==> config.mk <==
export PLATFORM = sky130hd
export DESIGN_NAME = bstat_monitor
export DESIGN_NICKNAME = d
export VERILOG_FILES = /design/src/rtl/bstat_pkg.sv /design/src/rtl/bstat_sampler.sv /design/src/rtl/bstat_event_decode.sv /design/src/rtl/bstat_sat_counter.sv /design/src/rtl/bstat_monitor.sv
export SDC_FILE = /design/constraint.sdc
export NUM_CORES = 1
export LEC_CHECK = 0
export CAP_MARGIN = 25
export CORE_MARGIN = 5
export CORE_UTILIZATION = 57
export CTS_BUF_LIST = sky130_fd_sc_hd__clkbuf_2 sky130_fd_sc_hd__clkbuf_4 sky130_fd_sc_hd__clkbuf_8
export DETAILED_ROUTE_END_ITERATION = 8
export GPL_TIMING_DRIVEN = 0
export PLACE_DENSITY = 0.93
export SETUP_SLACK_MARGIN = 0.05
export SLEW_MARGIN = 0
export SYNTH_ARGS = -nofsm -noshare
export SYNTH_HDL_FRONTEND = slang
export SYNTH_SLANG_ARGS = --single-unit
==> constraint.sdc <==
create_clock -name clk -period 3.6 [get_ports clk]
set_clock_uncertainty 0.05 [all_clocks]
set_input_delay 0.72 -clock clk [delete_from_list [all_inputs] [get_ports clk]]
set_output_delay 0.72 -clock clk [all_outputs]
set_load 0.03 [all_outputs]
==> src/rtl/bstat_pkg.sv <==
package bstat_pkg;
   localparam int unsigned CODE_W    = 3;
   localparam int unsigned NUM_CODES = 7;

   typedef enum logic [CODE_W-1:0] {
      ST_INTA  = 3'b000,
      ST_IORD  = 3'b001,
      ST_IOWR  = 3'b010,
      ST_HALT  = 3'b011,
      ST_FETCH = 3'b100,
      ST_MRD   = 3'b101,
      ST_MWR   = 3'b110,
      ST_IDLE  = 3'b111
   } bstat_e;
endpackage

==> src/rtl/bstat_sampler.sv <==
// Two-deep status history: current registered sample and the one before it.
module bstat_sampler
   import bstat_pkg::*;
(
   input  logic              clk,
   input  logic              rst,
   input  logic [CODE_W-1:0] status_i,
   output logic [CODE_W-1:0] samp_o,
   output logic [CODE_W-1:0] last_o
);
   logic [CODE_W-1:0] samp_q, last_q;

   always_ff @(posedge clk) begin
      if (rst) begin
         samp_q <= ST_IDLE;
         last_q <= ST_IDLE;
      end else begin
         samp_q <= status_i;
         last_q <= samp_q;
      end
   end

   assign samp_o = samp_q;
   assign last_o = last_q;
endmodule

==> src/rtl/bstat_event_decode.sv <==
// Turns the status history into opening, closing and framing-error events.
module bstat_event_decode
   import bstat_pkg::*;
(
   input  logic [CODE_W-1:0] samp_i,
   input  logic [CODE_W-1:0] last_i,
   output logic              start_o,
   output logic              end_o,
   output logic              err_o
);
   logic samp_idle, last_idle;

   always_comb begin
      samp_idle = (samp_i == ST_IDLE);
      last_idle = (last_i == ST_IDLE);
      start_o   = last_idle && !samp_idle;
      end_o     = !last_idle && samp_idle;
      err_o     = !last_idle && !samp_idle && (samp_i != last_i);
   end
endmodule

==> src/rtl/bstat_sat_counter.sv <==
// Saturating up-counter with synchronous clear.
module bstat_sat_counter #(
   parameter int unsigned W = 16
) (
   input  logic         clk,
   input  logic         rst,
   input  logic         inc_i,
   output logic [W-1:0] q_o
);
   localparam logic [W-1:0] TOP = {W{1'b1}};

   logic [W-1:0] q;

   always_ff @(posedge clk) begin
      if (rst)
         q <= '0;
      else if (inc_i && q != TOP)
         q <= q + 1'b1;
   end

   assign q_o = q;
endmodule

==> src/rtl/bstat_monitor.sv <==
module bstat_monitor
   import bstat_pkg::*;
#(
   parameter int unsigned CNT_W = 16
) (
   input  logic                       clk,
   input  logic                       rst,
   input  logic [2:0]                 status_i,
   output logic                       start_o,
   output logic [2:0]                 start_kind_o,
   output logic                       end_o,
   output logic                       err_o,
   output logic [7*CNT_W-1:0]         cnt_o
);
   localparam int unsigned SLOTS = NUM_CODES;

   generate
      if (CNT_W < 1 || CNT_W > 32) begin : g_bad_width
         $error("bstat_monitor: CNT_W must lie in 1..32");
      end
   endgenerate

   logic [CODE_W-1:0] samp, last;
   logic              start_w, end_w, err_w;

   bstat_sampler i_sampler (
      .clk      (clk),
      .rst      (rst),
      .status_i (status_i),
      .samp_o   (samp),
      .last_o   (last)
   );

   bstat_event_decode i_decode (
      .samp_i  (samp),
      .last_i  (last),
      .start_o (start_w),
      .end_o   (end_w),
      .err_o   (err_w)
   );

   // On a close, the previous sample holds the code of the transfer that is ending.
   for (genvar c = 0; c < SLOTS; c++) begin : g_slot
      if (c == int'(ST_HALT)) begin : g_halt
         assign cnt_o[c*CNT_W +: CNT_W] = '0;
      end else begin : g_count
         logic hit;
         assign hit = end_w && (last == CODE_W'(c));
         bstat_sat_counter #(.W(CNT_W)) i_cnt (
            .clk   (clk),
            .rst   (rst),
            .inc_i (hit),
            .q_o   (cnt_o[c*CNT_W +: CNT_W])
         );
      end
   end

   assign start_o      = start_w;
   assign start_kind_o = start_w ? samp : '0;
   assign end_o        = end_w;
   assign err_o        = err_w;
endmodule

==> impl_metrics.xml, run 1 <==
<?xml version="1.0" encoding="UTF-8"?>
<metrics>
  <group name="sta">
    <metric name="clock.fmax" unit="MHz">310.7</metric>
    <metric name="grt_setup_unrepaired" unit="">false</metric>
    <metric name="tns" unit="ps">0</metric>
    <metric name="timing_worst_slew_pin_value" unit="ps">926.4</metric>
    <metric name="slew_headroom" unit="%">37.67</metric>
    <metric name="layout_worst_path_cycle_share" unit="%">89.41</metric>
    <metric name="layout_min_cycle_time" unit="ps">3219</metric>
    <metric name="finalMaxSlewViolations" unit="">0</metric>
    <metric name="report.final.hold_viol_count" unit="">0</metric>
    <metric name="setup_viol" unit="">0</metric>
  </group>
  <group name="cts">
    <metric name="cts_root_buf" unit="">sky130_fd_sc_hd__clkbuf_8</metric>
    <metric name="tritoncts_num_sinks" unit="">102</metric>
    <metric name="cts_tree" unit="">yes</metric>
    <metric name="cts.path.max_buffers" unit="">2</metric>
    <metric name="worst_setup_hold_path_clk_slew" unit="ps">100</metric>
    <metric name="holdBufCountCts" unit="">0</metric>
    <metric name="cts_inserted_buffers" unit="">9</metric>
    <metric name="cts.repair.resized" unit="">0</metric>
    <metric name="clkLatencyLatePin" unit="ps">380</metric>
    <metric name="htree_num_levels" unit="">3</metric>
    <metric name="postCtsSetupRepairBufs" unit="">0</metric>
  </group>
  <group name="worst_setup_path">
    <metric name="crit_chain" unit="">clkbuf_1 &gt; nor4bb_1 &gt; a21oi_1 &gt; o32ai_1 &gt; a21oi_1 &gt; clkdlybuf4s50_1</metric>
    <metric name="worst_endpoint_data_arrival_time" unit="ps">2450</metric>
    <metric name="slowest_stage" unit="">sky130_fd_sc_hd__clkdlybuf4s50_1</metric>
    <metric name="worst_path_most_repeated_cell" unit="">sky130_fd_sc_hd__a21oi_1</metric>
    <metric name="timing.critical_path.from_type" unit="">flop</metric>
    <metric name="path_max_fanout" unit="">10</metric>
    <metric name="critical_path.max_stage_delay" unit="ps">610</metric>
    <metric name="worst-endpoint-required" unit="ps">2830</metric>
    <metric name="crit_path_end_kind" unit="">primary output</metric>
    <metric name="critPathKind" unit="">flop to primary output</metric>
  </group>
  <group name="global_routing">
    <metric name="via_count_of_the_first_global_routing_pass" unit="">5564</metric>
    <metric name="grtUsageTotal" unit="%">27.02</metric>
    <metric name="gr-total-overflow" unit="">0</metric>
    <metric name="pin_count_of_the_biggest_net_entering_global_routing" unit="">18</metric>
    <metric name="antenna_found_initial" unit="">0</metric>
    <metric name="wire_length_of_the_first_global_routing_pass" unit="µm">25780</metric>
  </group>
  <group name="synthesis">
    <metric name="average_cell_area_after_synthesis" unit="µm²">8.304</metric>
    <metric name="synth_xor_area_share" unit="%">0.1581</metric>
    <metric name="synth_simple_gate_area_share" unit="%">32.64</metric>
    <metric name="synthesized_cell_area" unit="mm²">0.005539</metric>
    <metric name="synth_top_family_by_area" unit="">simple AND/OR/NAND/NOR gates</metric>
    <metric name="async_reset_ff_share" unit="%">0</metric>
    <metric name="ys_seq_elements" unit="">102</metric>
    <metric name="yosysSeqAreaShare" unit="%">36.86</metric>
    <metric name="post_synth_num_cell_types" unit="">58</metric>
    <metric name="synth_compound_gate_area_share" unit="%">19.25</metric>
    <metric name="synth_top_cell_area_share" unit="%">36.86</metric>
    <metric name="synth.mux.area_fraction" unit="%">3.976</metric>
    <metric name="yosys_warnings" unit="">0</metric>
    <metric name="synth_cells" unit="">667</metric>
    <metric name="synth_top_cell_by_area" unit="">sky130_fd_sc_hd__dfxtp_1</metric>
    <metric name="synth.top_cells.by_area" unit="">sky130_fd_sc_hd__dfxtp_1 37%, sky130_fd_sc_hd__a21oi_1 6.5%, sky130_fd_sc_hd__or4_1 5.2%</metric>
    <metric name="yosys_most_used_dff" unit="">sky130_fd_sc_hd__dfxtp_1</metric>
    <metric name="number_of_flops_mapped_to_enable_cells_by_yosys" unit="">0</metric>
    <metric name="post_synth_most_frequent_cells" unit="">102 x sky130_fd_sc_hd__dfxtp_1, 72 x sky130_fd_sc_hd__a21oi_1, 43 x sky130_fd_sc_hd__nand2_1</metric>
    <metric name="synth_most_common_cell" unit="">sky130_fd_sc_hd__dfxtp_1</metric>
    <metric name="yosys.area_share.adder" unit="%">1.355</metric>
  </group>
  <group name="floorplanning">
    <metric name="fp.dieW" unit="µm">108.6</metric>
    <metric name="core-area" unit="mm²">0.009639</metric>
    <metric name="start_util" unit="%">57.46</metric>
    <metric name="die_area" unit="mm²">0.01179</metric>
    <metric name="placement_rows" unit="">36</metric>
    <metric name="die_height" unit="µm">108.6</metric>
    <metric name="floorplan.io_pins" unit="">123</metric>
  </group>
  <group name="routing">
    <metric name="routed-via-count" unit="">5965</metric>
    <metric name="count_of_unresolved_drc_violations_after_routing" unit="">0</metric>
    <metric name="wirelength" unit="µm">15850</metric>
    <metric name="routedWlPerCell" unit="µm">16.94</metric>
    <metric name="via_per_inst" unit="">6.373</metric>
    <metric name="detail-route-antenna-nets" unit="">0</metric>
    <metric name="pre_antenna_drt_iters" unit="">5</metric>
    <metric name="drtIter0Drc" unit="">588</metric>
  </group>
  <group name="final_layout">
    <metric name="finalNetCount" unit="">809</metric>
    <metric name="synthToLayoutAreaGrowth" unit="%">27.06</metric>
    <metric name="multiInputGateArea" unit="mm²">0.003238</metric>
    <metric name="antenna_cells_inserted" unit="">0</metric>
    <metric name="finish.instance_area" unit="mm²">0.007038</metric>
    <metric name="final_core_utilization" unit="%">73.01</metric>
    <metric name="final_layout_size_suffix_gt1_share" unit="%">8.593</metric>
    <metric name="layout.area.seq" unit="mm²">0.002042</metric>
    <metric name="n_fill_cell" unit="">756</metric>
  </group>
  <group name="pwr">
    <metric name="p_sw" unit="W">0.0005151</metric>
    <metric name="power.internal" unit="W">0.001585</metric>
    <metric name="power.sequential.fraction" unit="%">54.1</metric>
    <metric name="leakagePower" unit="nW">2.209</metric>
    <metric name="p_clk_share" unit="%">38.8</metric>
    <metric name="pwr_density_cell" unit="mW/mm²">298.3</metric>
    <metric name="power.share.switching" unit="%">24.53</metric>
    <metric name="share_comb_of_total_power" unit="%">7.1</metric>
    <metric name="max-vdd-ir-drop" unit="mV">0.1965</metric>
  </group>
  <group name="placed_design">
    <metric name="port-buffer-count" unit="">105</metric>
    <metric name="routabilityCongestion" unit="">0.9158</metric>
    <metric name="dpl-instance-area" unit="mm²">0.006813</metric>
    <metric name="place_hpwl" unit="µm">11520</metric>
  </group>
  <group name="outcome">
    <metric name="run_status" unit="">finished clean</metric>
  </group>
  <group name="run">
    <metric name="max_cap_viol_count" unit="">0</metric>
  </group>
  <group name="min_path">
    <metric name="min-delay-path-class" unit="">flop to flop</metric>
  </group>
</metrics>
[cell type report]
class / count / area share (%)
clock inverters: 6 / 1.333
repair buffers: 105 / 14.93
well taps: 133 / 2.364
plain buffers: 48 / 3.627
clock buffers: 10 / 1.867
flip-flops and latches: 102 / 29.01
multi-input cells: 516 / 46.01
inverters: 16 / 0.8533
[critical path: cells and delay by family, from the launching register on]
family,cells,cell delay [ps]
buffers and inverters,2,990
AND/OR/NAND/NOR,1,280
flip-flops,1,400
AO/OA/AOI/OAI,3,400
[per-stage QoR]
| stage | setup WS, ps | power [W] | hold slack [ps] | std cells |
|---|---|---|---|---|
| 6_report | 381.4 | 0.002100 | 454.2 | 936 |
| 5_1_grt | 208.7 | 0.002165 | 482.5 | 936 |
| 4_1_cts | 435.7 | 0.002097 | 455.7 | 936 |
| 3_5_place_dp | 883.2 | 0.001308 | 444.1 | 920 |
| 3_3_place_gp | 953.6 | 0.001305 | 426.2 | 920 |
| 2_1_floorplan | 1097 | 0.001266 | 552.4 | 682 |
[power by group through the flow]
stage                     combinational [W]  sequential (W)  clock (W)
after floorplan                    0.000102         0.00116          0
after global placement             0.000142         0.00116          0
after detailed placement           0.000145         0.00116          0
after CTS                          0.000146         0.00114   0.000814
after global routing               0.000158         0.00114   0.000870
final                              0.000149         0.00114   0.000814
[state kept, by name, summed over array words and instances, names as in the netlist]
register                  flops
g_slot.g_count.i_cnt.q_o     96
i_sampler.last_o              3
i_sampler.samp_o              3
[layout by cell type, fill, tap and decap left out, drive strengths merged, types with 3 or more instances in the layout]
cell type      Yosys  final
nand3             31     31
mux2              16     16
buf               26     26
or4               40     40
and4              15     15
or2                9      9
o21ai             22     22
o41ai              7      7
clkdlybuf4s50      0    105
a21oi             72     72
mux2i              4      4
o31ai             36     36
or3               22     22
o21a               3      3
a31oi              3      3
a211oi             5      5
nor2b             18     18
nor4              18     18
o21bai             3      3
nand4             39     39
and3               6      6
nor2              31     31
dfxtp            102    102
and2               6      6
ha                 6      6
clkbuf            22     32
o311ai             3      3
conb               1     16
nor3              15     15
inv               15     17
nand2             43     43
[logic make-up (layout without fill, tap and decap cells)]
logic type / after synthesis / after routing
flops: 102 / 102
mux: 20 / 20
other cells: 1 / 16
buf+inv: 64 / 185
fa+ha+maj: 6 / 6
xor+xnor: 1 / 1
compound gates: 169 / 169
simple gates: 304 / 304
[layer usage]
layer / track usage (%) / part of all wire, % / vias to the layer above
li1: - / - / 2826
met3: 6.149 / 9.9 / 60
met2: 44.92 / 48 / 334
met4: 13.71 / 3.4 / 0
met5: 0 / 0 / -
met1: 32.69 / 39 / 2745
[final timing paths]
kind / startpoint / endpoint / slack, ps / cells past startpoint
worst min-delay path: g_slot[4].g_count.i_cnt.q_o[4] / g_slot[4].g_count.i_cnt.q_o[4] / 450 / 1
worst max register to register: i_sampler.samp_o[1] / g_slot[0].g_count.i_cnt.q_o[15] / 1160 / 6
worst max-delay path: i_sampler.last_o[0] / err_o / 380 / 6
worst min register to register: g_slot[4].g_count.i_cnt.q_o[4] / g_slot[4].g_count.i_cnt.q_o[4] / 450 / 1
No activity file was read; power rests on OpenSTA's default activity.
==> inputs of run 2 (changes only) <==
CORE_ASPECT_RATIO = 2   (was not set)
MAX_ROUTING_LAYER = met4   (was not set)
==> run 2 against run 1 <==
Net effect: non-clock buffer count unchanged; first-iteration DRC count decreased by 40%; worst setup slack got worse by 26 ps; wire length increased by 6.5%; via count increased by 1.0%; critical path type unchanged; highest routed layer unchanged.
==> impl_metrics.xml, run 2 (synthesis results as in run 1) <==
<?xml version="1.0" encoding="UTF-8"?>
<metrics>
  <group name="outcome">
    <metric name="run_status" unit="">finished clean</metric>
  </group>
  <group name="sta">
    <metric name="tns" unit="ps">0</metric>
    <metric name="finalMaxSlewViolations" unit="">0</metric>
    <metric name="timing_worst_slew_pin_value" unit="ps">926.0</metric>
    <metric name="grt_setup_unrepaired" unit="">false</metric>
    <metric name="clock.fmax" unit="MHz">308.2</metric>
    <metric name="report.final.hold_viol_count" unit="">0</metric>
    <metric name="setup_viol" unit="">0</metric>
    <metric name="layout_min_cycle_time" unit="ps">3244</metric>
    <metric name="layout_worst_path_cycle_share" unit="%">90.12</metric>
    <metric name="slew_headroom" unit="%">37.79</metric>
  </group>
  <group name="pwr">
    <metric name="power.share.switching" unit="%">24.80</metric>
    <metric name="p_sw" unit="W">0.0005237</metric>
    <metric name="max-vdd-ir-drop" unit="mV">0.2583</metric>
    <metric name="pwr_density_cell" unit="mW/mm²">300.3</metric>
    <metric name="leakagePower" unit="nW">2.209</metric>
    <metric name="share_comb_of_total_power" unit="%">7.0</metric>
    <metric name="power.internal" unit="W">0.001588</metric>
    <metric name="p_clk_share" unit="%">39.1</metric>
    <metric name="power.sequential.fraction" unit="%">53.8</metric>
  </group>
  <group name="routing">
    <metric name="detail-route-antenna-nets" unit="">0</metric>
    <metric name="wirelength" unit="µm">16890</metric>
    <metric name="count_of_unresolved_drc_violations_after_routing" unit="">0</metric>
    <metric name="drtIter0Drc" unit="">354</metric>
    <metric name="dr_wl_met2" unit="µm">9309</metric>
    <metric name="pre_antenna_drt_iters" unit="">5</metric>
    <metric name="highest_layer" unit="">met4</metric>
    <metric name="routedWlPerCell" unit="µm">18.06</metric>
    <metric name="via_per_inst" unit="">6.445</metric>
    <metric name="routed-via-count" unit="">6026</metric>
    <metric name="met3_routed_length" unit="µm">745</metric>
    <metric name="wirelength_met1" unit="µm">5968</metric>
  </group>
  <group name="final_layout">
    <metric name="layout.area.seq" unit="mm²">0.002042</metric>
    <metric name="finalNetCount" unit="">809</metric>
    <metric name="synthToLayoutAreaGrowth" unit="%">26.95</metric>
    <metric name="post_layout_nonfiller_instances" unit="">935</metric>
    <metric name="multiInputGateArea" unit="mm²">0.003238</metric>
    <metric name="final_layout_size_suffix_gt1_share" unit="%">8.593</metric>
    <metric name="n_fill_cell" unit="">746</metric>
    <metric name="most_common_cell_after_layout_fill_and_taps_aside" unit="">sky130_fd_sc_hd__clkdlybuf4s50_1</metric>
    <metric name="mostFrequentLayoutCells" unit="">105 x sky130_fd_sc_hd__clkdlybuf4s50_1, 102 x sky130_fd_sc_hd__dfxtp_1, 72 x sky130_fd_sc_hd__a21oi_1, 43 x sky130_fd_sc_hd__nand2_1</metric>
    <metric name="flip_flop_count_of_the_largest_register_after_layout" unit="">96</metric>
    <metric name="antenna_cells_inserted" unit="">0</metric>
  </group>
  <group name="cts">
    <metric name="cts.path.max_buffers" unit="">2</metric>
    <metric name="cts_tree" unit="">yes</metric>
    <metric name="cts.repair.resized" unit="">0</metric>
    <metric name="postCtsSetupRepairBufs" unit="">0</metric>
    <metric name="htree_num_levels" unit="">3</metric>
    <metric name="worst_setup_hold_path_clk_slew" unit="ps">100</metric>
    <metric name="tritoncts_num_sinks" unit="">102</metric>
    <metric name="holdBufCountCts" unit="">0</metric>
    <metric name="clkLatencyLatePin" unit="ps">380</metric>
    <metric name="cts_inserted_buffers" unit="">9</metric>
    <metric name="cts_root_buf" unit="">sky130_fd_sc_hd__clkbuf_8</metric>
  </group>
  <group name="global_routing">
    <metric name="antenna_found_initial" unit="">0</metric>
    <metric name="gr-total-overflow" unit="">0</metric>
    <metric name="pin_count_of_the_biggest_net_entering_global_routing" unit="">17</metric>
    <metric name="grtUsageTotal" unit="%">29.10</metric>
    <metric name="via_count_of_the_first_global_routing_pass" unit="">5906</metric>
    <metric name="wire_length_of_the_first_global_routing_pass" unit="µm">27040</metric>
  </group>
  <group name="worst_setup_path">
    <metric name="timing.critical_path.from_type" unit="">flop</metric>
    <metric name="worst-endpoint-required" unit="ps">2830</metric>
    <metric name="critical_path.max_stage_delay" unit="ps">710</metric>
    <metric name="crit_chain" unit="">clkbuf_1 &gt; nor4_1 &gt; a21oi_1 &gt; o22ai_1 &gt; a21oi_1 &gt; clkdlybuf4s50_1</metric>
    <metric name="regToRegSetupSlack" unit="ps">1170</metric>
    <metric name="critPathKind" unit="">flop to primary output</metric>
    <metric name="worst_path_most_repeated_cell" unit="">sky130_fd_sc_hd__a21oi_1</metric>
    <metric name="path_max_fanout" unit="">10</metric>
    <metric name="worst_endpoint_data_arrival_time" unit="ps">2470</metric>
    <metric name="slowest_stage" unit="">sky130_fd_sc_hd__clkdlybuf4s50_1</metric>
    <metric name="crit_path_end_kind" unit="">primary output</metric>
  </group>
  <group name="placed_design">
    <metric name="place_hpwl" unit="µm">12710</metric>
    <metric name="routabilityCongestion" unit="">0.9560</metric>
    <metric name="port-buffer-count" unit="">105</metric>
    <metric name="dpl.cell_count" unit="">919</metric>
  </group>
  <group name="run">
    <metric name="max_cap_viol_count" unit="">0</metric>
  </group>
  <group name="floorplanning">
    <metric name="start_util" unit="%">57.49</metric>
    <metric name="core-area" unit="mm²">0.009635</metric>
    <metric name="die_area" unit="mm²">0.01191</metric>
    <metric name="die_height" unit="µm">149.4</metric>
    <metric name="placement_rows" unit="">51</metric>
    <metric name="fp.dieW" unit="µm">79.71</metric>
    <metric name="floorplan.io_pins" unit="">123</metric>
  </group>
  <group name="min_path">
    <metric name="min-delay-path-class" unit="">flop to flop</metric>
  </group>
</metrics>
## run 2: worst max-delay path, delay by kind of cell, from the launching register on
kind                   cells  cell delay, ps
AO/OA/AOI/OAI              3             500
flip-flops                 1             390
buffers and inverters      2            1080
AND/OR/NAND/NOR            1             130
## run 2: cell type report
cell class / count / share of cell area [%]
timing repair buffer: 105 / 14.95
multi-input combinational: 516 / 46.05
buffer: 48 / 3.630
tap: 132 / 2.349
inverter: 16 / 0.8541
clock inverter: 5 / 1.157
clock buffer: 11 / 1.975
sequential: 102 / 29.04
## run 2: metal layers
layer / track usage (%) / vias to the layer above
li1: - / 2822
met1: 27.97 / 2870
met2: 52.68 / 246
met3: 4.157 / 88
met4: 18.85 / 0
met5: - / -
## run 2: path summary, 6_finish.rpt
kind              depth (start not counted)                      startpoint                              end
hold reg to reg                           2  g_slot[1].g_count.i_cnt.q_o[6]   g_slot[1].g_count.i_cnt.q_o[6]
hold / removal                            2  g_slot[1].g_count.i_cnt.q_o[6]   g_slot[1].g_count.i_cnt.q_o[6]
setup / recovery                          6             i_sampler.last_o[0]                            err_o
setup reg to reg                          6             i_sampler.samp_o[1]  g_slot[0].g_count.i_cnt.q_o[15]
## run 2: per-stage QoR
stage / area, µm² / power (W) / setup WS, ps / util, % / hold slack, ps
after floorplan: 5595 / 0.001266 / 1097 / - / 552.4
after global placement: 6812 / 0.001305 / 858.4 / 70.69 / 435.0
after detailed placement: 6812 / 0.001309 / 801.1 / 70.69 / 454.7
after CTS: 7032 / 0.002099 / 379.5 / 72.98 / 470.5
after global routing: 7032 / 0.002159 / 135.7 / 72.98 / 501.8
final: 7032 / 0.002112 / 355.6 / 72.98 / 473.5
## run 2: power groups by stage
stage	logic (W)	clock network (W)	registers [W]
detailed placement	0.000146	0	0.00116
floorplan	0.000102	0	0.00116
finish	0.000148	0.000827	0.00114
CTS	0.000146	0.000816	0.00114
global route	0.000158	0.000863	0.00114
global placement	0.000143	0	0.00116
==> inputs of run 3 (changes only) <==
SETUP_SLACK_MARGIN = not set   (was 0.05)
==> results of run 3 <==
The final DEF is identical to that of run 2; final timing and power are the same.
